### config.mk
export PLATFORM = sky130hd
export DESIGN_NAME = txsched
export DESIGN_NICKNAME = d
export VERILOG_FILES = /design/src/rtl/txsched_pkg.sv /design/src/rtl/txsched_slot.sv /design/src/rtl/txsched_group.sv /design/src/rtl/txsched_pick.sv /design/src/rtl/txsched.sv
export SDC_FILE = /design/constraint.sdc
export NUM_CORES = 2
export LEC_CHECK = 0
export ABC_AREA = 1
export CORE_AREA = 2 2 244 246
export DETAILED_ROUTE_END_ITERATION = 10
export DIE_AREA = 0 0 246 248
export GPL_TIMING_DRIVEN = 1
export HOLD_SLACK_MARGIN = 0.06
export PLACE_DENSITY_LB_ADDON = 0.3
export SYNTH_ARGS = -nofsm -noshare
export SYNTH_HDL_FRONTEND = slang
export SYNTH_SLANG_ARGS = --single-unit
### constraint.sdc
create_clock -name clk -period 3.4 [get_ports clk]
set_input_delay 0.68 -clock clk [delete_from_list [all_inputs] [get_ports clk]]
set_output_delay 0.68 -clock clk [all_outputs]
set_load 0.02 [all_outputs]
### src/rtl/txsched_pkg.sv
package txsched_pkg;
    localparam int WORD_W  = 32;
    localparam int DELAY_W = 16;

    localparam int POS_DONE    = 24;
    localparam int POS_MARK    = 23;
    localparam int POS_OVR     = 22;
    localparam int POS_SRC     = 20;
    localparam int POS_MASTER  = 17;
    localparam int POS_RECYCLE = 16;

    typedef enum logic [1:0] {
        SRC_OFF  = 2'b00,
        SRC_BASE = 2'b01,
        SRC_PRE0 = 2'b10,
        SRC_PRE1 = 2'b11
    } src_e;

    typedef struct packed {
        src_e               src;
        logic               master;
        logic               recycle;
        logic [DELAY_W-1:0] delay;
    } cmd_t;

    function automatic cmd_t decode_cmd(input logic [WORD_W-1:0] w);
        cmd_t c;
        c.src     = src_e'(w[POS_SRC +: 2]);
        c.master  = w[POS_MASTER];
        c.recycle = w[POS_RECYCLE];
        c.delay   = w[DELAY_W-1:0];
        return c;
    endfunction

    function automatic logic [WORD_W-1:0] encode_status(input cmd_t c, input logic done,
                                                         input logic mark, input logic ovr);
        logic [WORD_W-1:0] w;
        w                = '0;
        w[POS_DONE]      = done;
        w[POS_MARK]      = mark;
        w[POS_OVR]       = ovr;
        w[POS_SRC +: 2]  = c.src;
        w[POS_MASTER]    = c.master;
        w[POS_RECYCLE]   = c.recycle;
        w[DELAY_W-1:0]   = c.delay;
        return w;
    endfunction
endpackage

### src/rtl/txsched_slot.sv
module txsched_slot
    import txsched_pkg::*;
(
    input  logic              clk,
    input  logic              rst,
    input  logic [3:0]        ticks,
    input  logic              wr_cmd,
    input  logic              wr_data,
    input  logic [WORD_W-1:0] wdata,
    input  logic              release_i,
    input  logic              busy_i,
    input  logic              accept_i,
    output cmd_t              cmd_o,
    output logic              expire_o,
    output logic              marked_o,
    output logic [WORD_W-1:0] data_o,
    output logic [WORD_W-1:0] status_o
);
    cmd_t               cmd_q;
    logic [DELAY_W-1:0] cnt_q;
    logic               armed_q;
    logic               mark_q;
    logic               done_q;
    logic               ovr_q;
    logic [WORD_W-1:0]  data_q;
    logic               counting;
    logic               expire;

    always_comb begin
        counting = armed_q && cmd_q.master && (cmd_q.src != SRC_OFF) && ticks[cmd_q.src];
        expire   = counting && (({1'b0, cnt_q} + 1'b1) >= {1'b0, cmd_q.delay});
    end

    always_ff @(posedge clk) begin
        if (rst) begin
            cmd_q   <= '0;
            cnt_q   <= '0;
            armed_q <= 1'b0;
            mark_q  <= 1'b0;
            done_q  <= 1'b0;
            ovr_q   <= 1'b0;
        end else if (wr_cmd) begin
            cmd_q   <= decode_cmd(wdata);
            cnt_q   <= '0;
            armed_q <= 1'b1;
            mark_q  <= 1'b0;
            done_q  <= 1'b0;
            ovr_q   <= 1'b0;
        end else begin
            if (expire) begin
                cnt_q <= '0;
                if (!cmd_q.recycle) armed_q <= 1'b0;
                if (busy_i) ovr_q <= 1'b1;
            end else if (counting) begin
                cnt_q <= cnt_q + 1'b1;
            end
            if (release_i)     mark_q <= 1'b1;
            else if (accept_i) mark_q <= 1'b0;
            if (accept_i) done_q <= 1'b1;
        end
    end

    always_ff @(posedge clk) begin
        if (rst)          data_q <= '0;
        else if (wr_data) data_q <= wdata;
    end

    assign cmd_o    = cmd_q;
    assign expire_o = expire;
    assign marked_o = mark_q;
    assign data_o   = data_q;
    assign status_o = encode_status(cmd_q, done_q, mark_q, ovr_q);

    // a mark only goes away through acceptance or a command rewrite
    a_r9_mark_clear_cause: assert property (@(posedge clk) disable iff (rst)
        $fell(mark_q) |-> $past(accept_i || wr_cmd));
    // completed-once is only ever set by an acceptance
    a_r7_done_cause: assert property (@(posedge clk) disable iff (rst)
        $rose(done_q) |-> $past(accept_i));
    // overrun is only ever set by an expiry
    a_r8_ovr_cause: assert property (@(posedge clk) disable iff (rst)
        $rose(ovr_q) |-> $past(expire));
    // a single-shot master cannot expire twice in a row without a rewrite
    a_r3_single_shot: assert property (@(posedge clk) disable iff (rst)
        (expire && !cmd_q.recycle && !wr_cmd) |=> !expire);
endmodule

### src/rtl/txsched_group.sv
module txsched_group #(
    parameter int N = 8
) (
    input  logic [N-1:0]      master,
    input  logic [N-1:0][1:0] src,
    input  logic [N-1:0]      expire,
    input  logic [N-1:0]      marked,
    output logic [N-1:0]      release_o,
    output logic [N-1:0]      busy_o
);
    localparam int IDX_W = (N > 1) ? $clog2(N) : 1;

    logic [N-1:0]            tied;
    logic [N-1:0][IDX_W-1:0] owner;

    always_comb begin
        logic           have;
        logic [IDX_W-1:0] own;
        have      = 1'b0;
        own       = '0;
        tied      = '0;
        owner     = '0;
        release_o = '0;
        for (int i = 0; i < N; i++) begin
            if (master[i]) begin
                have         = 1'b1;
                own          = IDX_W'(i);
                release_o[i] = expire[i];
            end else begin
                tied[i]      = have && (src[i] == src[own]);
                owner[i]     = own;
                release_o[i] = tied[i] && expire[own];
            end
        end
    end

    always_comb begin
        busy_o = marked;
        for (int j = 0; j < N; j++) begin
            for (int i = 0; i < N; i++) begin
                if (tied[i] && (owner[i] == IDX_W'(j)) && marked[i]) busy_o[j] = 1'b1;
            end
        end
    end
endmodule

### src/rtl/txsched_pick.sv
module txsched_pick #(
    parameter int N = 8
) (
    input  logic [N-1:0]                               marked,
    output logic                                       valid,
    output logic [((N > 1) ? $clog2(N) : 1)-1:0]       idx
);
    localparam int IDX_W = (N > 1) ? $clog2(N) : 1;

    always_comb begin
        valid = |marked;
        idx   = '0;
        for (int i = N - 1; i >= 0; i--) begin
            if (marked[i]) idx = IDX_W'(i);
        end
    end
endmodule

### src/rtl/txsched.sv
module txsched
    import txsched_pkg::*;
#(
    parameter int N     = 8,
    parameter int IDX_W = (N > 1) ? $clog2(N) : 1
) (
    input  logic              clk,
    input  logic              rst,
    input  logic              base_tick,
    input  logic              pre0_tick,
    input  logic              pre1_tick,
    input  logic              host_wr,
    input  logic [IDX_W:0]    host_waddr,
    input  logic [31:0]       host_wdata,
    input  logic [IDX_W:0]    host_raddr,
    output logic [31:0]       host_rdata,
    output logic              tx_valid,
    input  logic              tx_ready,
    output logic [31:0]       tx_data,
    output logic [IDX_W-1:0]  tx_index
);
    logic [3:0]         tick_v;
    cmd_t               cmd_a    [N];
    logic [WORD_W-1:0]  data_a   [N];
    logic [WORD_W-1:0]  status_a [N];
    logic [N-1:0]       master_v, expire_v, marked_v, release_v, busy_v, accept_v;
    logic [N-1:0][1:0]  src_v;
    logic [IDX_W-1:0]   widx, ridx;

    assign tick_v = {pre1_tick, pre0_tick, base_tick, 1'b0};
    assign widx   = host_waddr[IDX_W:1];
    assign ridx   = host_raddr[IDX_W:1];

    for (genvar g = 0; g < N; g++) begin : g_slot
        logic is_w;
        assign is_w        = host_wr && (widx == IDX_W'(g));
        assign accept_v[g] = tx_valid && tx_ready && (tx_index == IDX_W'(g));
        assign master_v[g] = cmd_a[g].master;
        assign src_v[g]    = cmd_a[g].src;

        txsched_slot u_slot (
            .clk       (clk),
            .rst       (rst),
            .ticks     (tick_v),
            .wr_cmd    (is_w && !host_waddr[0]),
            .wr_data   (is_w &&  host_waddr[0]),
            .wdata     (host_wdata),
            .release_i (release_v[g]),
            .busy_i    (busy_v[g]),
            .accept_i  (accept_v[g]),
            .cmd_o     (cmd_a[g]),
            .expire_o  (expire_v[g]),
            .marked_o  (marked_v[g]),
            .data_o    (data_a[g]),
            .status_o  (status_a[g])
        );
    end

    txsched_group #(.N(N)) u_group (
        .master    (master_v),
        .src       (src_v),
        .expire    (expire_v),
        .marked    (marked_v),
        .release_o (release_v),
        .busy_o    (busy_v)
    );

    txsched_pick #(.N(N)) u_pick (
        .marked (marked_v),
        .valid  (tx_valid),
        .idx    (tx_index)
    );

    always_comb begin
        host_rdata = '0;
        if (int'(ridx) < N) host_rdata = host_raddr[0] ? data_a[ridx] : status_a[ridx];
    end

    assign tx_data = data_a[tx_index];

    // an offered word is held until accepted unless the host intervenes
    a_r5_hold_valid: assert property (@(posedge clk) disable iff (rst)
        (tx_valid && !tx_ready && !host_wr) |=> tx_valid);
    // an accepted entry that is not re-released leaves the output
    a_r5_accept_clears: assert property (@(posedge clk) disable iff (rst)
        (tx_valid && tx_ready && !host_wr && !release_v[tx_index]) |=> !marked_v[$past(tx_index)]);
endmodule

Word-level counts from Yosys, hierarchy flattened:

Index checks and enable logic that the tools add are counted.

* register bits: 576
* output and inout port bits: 68

* bitwise logic cells: 2
* reductions and logical operators: 242
* equality and inequality tests: 71
* mux-type cells: 181
* $lt $le $gt $ge: 24
* add/sub/neg operators: 16

Operators by type and width (number)
* $bmux 32 s3: 3
* $mux 32: 7
* $logic_and 1x1->1: 176
* $add 16x1->17 const B: 8
* $ge 17x16->1: 8
* $add 16x1->16 const B: 8
* $mux 1: 126
* $eq 3x3->1 const B: 32
* $mux 3: 19
* $eq 3x2->1 const B: 16
* $reduce_bool 2->1: 24
* $bmux 2 s3: 6
* $reduce_and 2->1: 16
* $eq 3x1->1 const B: 8
* $logic_not 3->1: 8
* $lt 2x3->1 const B: 8
* $reduce_or 3->1: 8
* $lt 3x4->1 const B: 5
* $bmux 1 s3: 6
* $bmux 1 s2: 8
* $ne 2x1->1 const B: 8
* $reduce_or 2->1: 8
* $eq 2x2->1: 7
* $mux 2: 6
* 5 further kinds: 7

Longest topological paths before layout:

* word-level depth: 15
* mapped depth: 26
* mapped depth without buffers: 26

Modules after synthesis:

A second synthesis with hierarchy kept.

* cell total of the unflattened synthesis: 6378
* area total of the unflattened synthesis: 39360.2 um^2

Modules (own cells, without submodules)
* txsched_slot at g_slot[0].u_slot ...: times used 7, seq. area each 1441.4 um^2, cells each 497, area each 3618.5 um^2
* txsched: times used 1, seq. area each 0.0 um^2, cells each 2049, area each 8643.3 um^2
* txsched_slot at g_slot[7].u_slot: times used 1, seq. area each 1441.4 um^2, cells each 489, area each 3606.0 um^2
* txsched_group: times used 1, seq. area each 0.0 um^2, cells each 339, area each 1682.9 um^2
* txsched_pick: times used 1, seq. area each 0.0 um^2, cells each 22, area each 98.8 um^2

Least setup slack after synthesis:

Ideal clock, no wire load.

* path kind: reg2reg
* start point: register g_slot[4].u_slot.cnt_q[0]
* end point: register g_slot[4].u_slot.cnt_q[11]
* path buffers: 1
* stages on the path, launching flop included: 24
* setup time: 0.086 ns
* data required time: 3.314 ns
* path slack: 0.193 ns
* arrival time: 3.122 ns
* clock period less this slack: 3.207 ns
* cells stage by stage: dfxtp_1 -> ha_1 -> nand3_1 -> nor3_1 -> nand3_1 -> or2_2 -> nor3_1 -> xor2_1 -> inv_1 -> ha_1 -> nand2_1 -> nor2_1 -> nand2_1 -> nand2_1 -> nor2_1 -> nand2_1 -> nand2_1 -> nand2_1 -> nand2_1 -> nand2_1 -> nand2_1 -> nand3_1 -> buf_2 -> a211oi_1

* word-level cells in the longest chain between the ends: 4
* elaborated cells on any way between the ends: 5

Ends and longest elaborated chain
* from (decl): RTL line txsched_slot.sv:20 `logic [DELAY_W-1:0] cnt_q;`
* from (signal assigned): RTL line txsched_slot.sv:55 `cnt_q <= cnt_q + 1'b1;`
* $add 16x1->17: RTL line txsched_slot.sv:31 `expire = counting && (({1'b0, cnt_q} + 1'b1) >= {1'b0, cmd_q.delay});`
* $ge 17x16->1: RTL line txsched_slot.sv:31
* $logic_and 1x1->1: RTL line txsched_slot.sv:31
* $reduce_or 3->1 (no line)

Parallel ways exist; a longest one is shown, timed or not.
A chain may end at the register's enable or synchronous reset.

Final worst setup path:

* start point: register g_slot[6].u_slot.mark_q
* end point: output port tx_data[7]

* word-level cells in the longest chain between the ends: 11

Ends and longest elaborated chain
* from (decl): RTL line txsched_slot.sv:22 `logic mark_q;`
* from (signal assigned): RTL line txsched_slot.sv:39 `mark_q <= 1'b0;`
* from (signal assigned): RTL line txsched_slot.sv:46 `mark_q <= 1'b0;`
* from (signal assigned): RTL line txsched_slot.sv:57 `if (release_i) mark_q <= 1'b1;`
* $mux 3 (7 in series): RTL line txsched_pick.sv:14 `if (marked[i]) idx = IDX_W'(i);`
* $not 3->4 (implied by the code): RTL line txsched.sv:79 `assign tx_data = data_a[tx_index];`
* $bmux 32 s3: RTL line txsched.sv:79
* $mux 32 (implied by the code) (2 in series): RTL line txsched.sv:79
* to (decl): RTL line txsched.sv:19 `output logic [31:0] tx_data,`

No other way between the ends. The select of a mux whose other input is x is not followed.

==> results.cfg <==
[setup_path]
crit_path_start_kind = flop
cp_slowest_cell = dfxtp_2
max_stage_delay_ns = 0.34
worst_r2r_path_depth = 18
crit_end = tx_data[7]
startpoint = g_slot[6].u_slot.marked_o
crit_arrival_ns = 2.83
endpoint_kind = output port
worstPathRequired_ns = 2.72
critPathMaxFanout = 7
crit_type = flop to output port
crit_chain = inv_4, a21oi_4, o21ai_2, nand2_2, a21oi_4, buf_6, inv_4, nor2_4, buf_12, buf_8, buf_16, a21oi_1, a22oi_1, buf_4, buf_6
r2r_setup_slack_ns = 0.05
reg2reg_from = g_slot[2].u_slot.cnt_q[0]
r2r-end = g_slot[4].u_slot.marked_o

[grt]
gr-total-overflow = 0
grt_pass1_wl_mm = 172
grt_pass1_vias = 30400
grt_util_all_layers_pct = 35.9
antenna_found_initial = 4
grt_max_degree = 130

[timing]
slew_viol_final = 0
worst_pin_slew_ns = 1.07
fmaxAchievable_mhz = 285
period_minus_slack_ns = 3.51
holdWs_ns = 0.450
finalCritPeriodShare_pct = 103
fin_worst_skew_ns = 0.0256
setup_viol = 19
setup_ws_ns = -0.107
grt_setup_unrepaired = yes
final.setup.tns_ns = -0.824
finalHoldViolCount = 0
slew_headroom_pct = 28.4

[outcome]
violations = negative setup slack
status = finished with violations

[clocking]
cts_made_buffers = 66
postCtsHoldBufs = 0
clk_pin_slew_worst_paths_ns = 0.06
cts_tree = yes
clock_path_buffers = 3
clock_sinks = 576
htreeDepth = 3
clk-insertion-delay-late_ns = 0.61
root_buffer = clkbuf_16

[die]
rows = 89
io_pins = 115
core_um2 = 58500
start_util_pct = 55.6
die_h_um = 248
die_width_um = 246
dieArea_um2 = 61000

[power_and_ir_drop]
power.leakage_nw = 15.6
peakVddDrop_v = 0.000428
pwr_density_cell_nw_per_um2 = 422
power.total_mw = 16.5

[synthesis]
syn_area_um2 = 32500
synth_area_leaders = dfxtp_1 35%, a21oi_1 12%, o21ai_0 11%
yosys.area.top_type = dfxtp_1
syn-num-nets = 4922
synth.distinct_cells = 62
yosys_most_used_dff = dfxtp_1
async_flop_share_pct = 0
synth_area_per_cell_um2 = 6.86
netlist_instances = 4739
ys_ff_latch = 576
ys_seq_area_share_pct = 35.5
yosysTopAreaCellShare_pct = 35.5
yosysWarnings = 0
synth_edf_count = 0

[routing]
routedWlPerCell_um = 20.1
dr_total_vias = 34000
ant_nets = 0
drt_pass1_iterations = 9
via_per_inst = 6.01
drt-initial-drc-count = 4301
drc = 0
finalWirelength_mm = 114

[job]
maxCapViolCount = 0

[place]
numPortBuffers = 114
dp.final_hpwl_mm = 74.3
dp.cells = 5494
gp_congestion = 0.996
pre_cts_slack_ns = -0.00595

[final_layout]
drive_gt1_share_pct = 12.6
layoutNonFillerInstCount = 5656
area_growth_pct = 20.1
layout.nets = 5021

[worst_hold_path]
hp-class = flop to flop
==> per-layer routing <==
| layer | global-route usage, % | part of all wire (%) | routed length, um |
|---|---|---|---|
| met5 | 0 | 0.0097 | 11 |
| met4 | 17.1 | 4.9 | 5640 |
| met3 | 5.82 | 12 | 13200 |
| met2 | 54.9 | 43 | 49300 |
| met1 | 49.2 | 40 | 45900 |
==> cell usage after synthesis, drive strengths merged (3+ instances only) <==
master / number
xor2: 101
a221oi: 32
o21bai: 4
a211oi: 63
o221ai: 33
nor2: 271
a22oi: 12
dfxtp: 576
nand3: 304
o21ai: 730
a31oi: 11
and2: 4
a21o: 3
or2: 7
o211ai: 4
a21oi: 798
o22ai: 10
o21a: 3
nor4: 8
nand4: 31
inv: 672
nand2: 555
buf: 42
clkbuf: 257
nand3b: 7
ha: 136
xnor2: 7
nor3: 43
clkinv: 5
==> cell families (layout without fill, tap and decap cells) <==
group / count (synthesis) / count (layout) / share of synthesized area [%]
AOI/OAI and AO/OA: 1712 / 1712 / 28.2
and+or+nand+nor: 1230 / 1230 / 16.6
buffers and inverters: 977 / 1119 / 11.6
DFF: 576 / 576 / 35.5
adders and majority gates: 136 / 136 / 5.24
xor gates and xnor gates: 108 / 108 / 2.91
other: 0 / 2 / 0
==> area by class of cell <==
type	instances	area (um2)
clock buffer	97	2010
clock inverter	14	178
inverter	677	2600
fill	4957	19400
timing repair buffer	331	3410
tap	773	967
sequential	576	11600
antenna	2	5.00
multi-input combinational	3186	18300
==> worst min-delay path by stage <==
stage / startpoint / end / depth (start not counted)
5_1_grt: g_slot[3].u_slot.done_q / g_slot[3].u_slot.done_q / 2
3_3_place_gp: g_slot[4].u_slot.done_q / g_slot[4].u_slot.done_q / 2
3_5_place_dp: g_slot[3].u_slot.done_q / g_slot[3].u_slot.done_q / 2
4_1_cts: g_slot[3].u_slot.done_q / g_slot[3].u_slot.done_q / 2
6_report: g_slot[3].u_slot.done_q / g_slot[3].u_slot.done_q / 2
2_1_floorplan: g_slot[7].u_slot.done_q / g_slot[7].u_slot.done_q / 2
==> cell usage in the layout (no fill, tap or decap), types with 98 or more instances in the layout <==
cell and n:
ha_1 128, dfxtp_1 558, o21ai_0 672, xor2_1 98
buf_4 167, inv_1 644, nand2_1 522, a21oi_1 784
nor2_1 249, nand3_1 281
==> worst max-delay path: cells and delay by family, from the launching register on <==
family                 cells  cell delay, ns
AND/OR/NAND/NOR            2            0.21
AO/OA/AOI/OAI              5            0.64
buffers and inverters      8            1.02
flip-flops                 1            0.34
==> power by group <==
part / internal, mW / switching (mW) / leakage, nW
combinational: 0.762 / 1.46 / 9.88
clock: 4.38 / 2.95 / 1.09
sequential: 6.86 / 0.0646 / 4.66
==> timing repair <==
| item | 4_1_cts | 5_1_grt |
|---|---|---|
| pin swaps | 26 | 68 |
| setup buffers | 19 | 24 |
| gates resized for setup | 277 | 206 |
| cloned | 5 | 3 |
| endpoints found under the setup margin | 38 | 179 |
==> state kept, by name, summed over array words and instances (netlist names) <==
name,cells
g_slot.u_slot.done_q,8
g_slot.u_slot.data_o,256
g_slot.u_slot.marked_o,8
g_slot.u_slot.cmd_o,160
g_slot.u_slot.cnt_q,128
g_slot.u_slot.ovr_q,8
g_slot.u_slot.armed_q,8
==> per-stage QoR <==
stage / utilization (%) / area (um2)
detailed placement: 59.9 / 35000
global placement: 59.9 / 35000
global route: 66.8 / 39000
CTS: 64.9 / 37900
floorplan: - / 32500
finish: 66.8 / 39000
(Power assumes the default switching activity.)
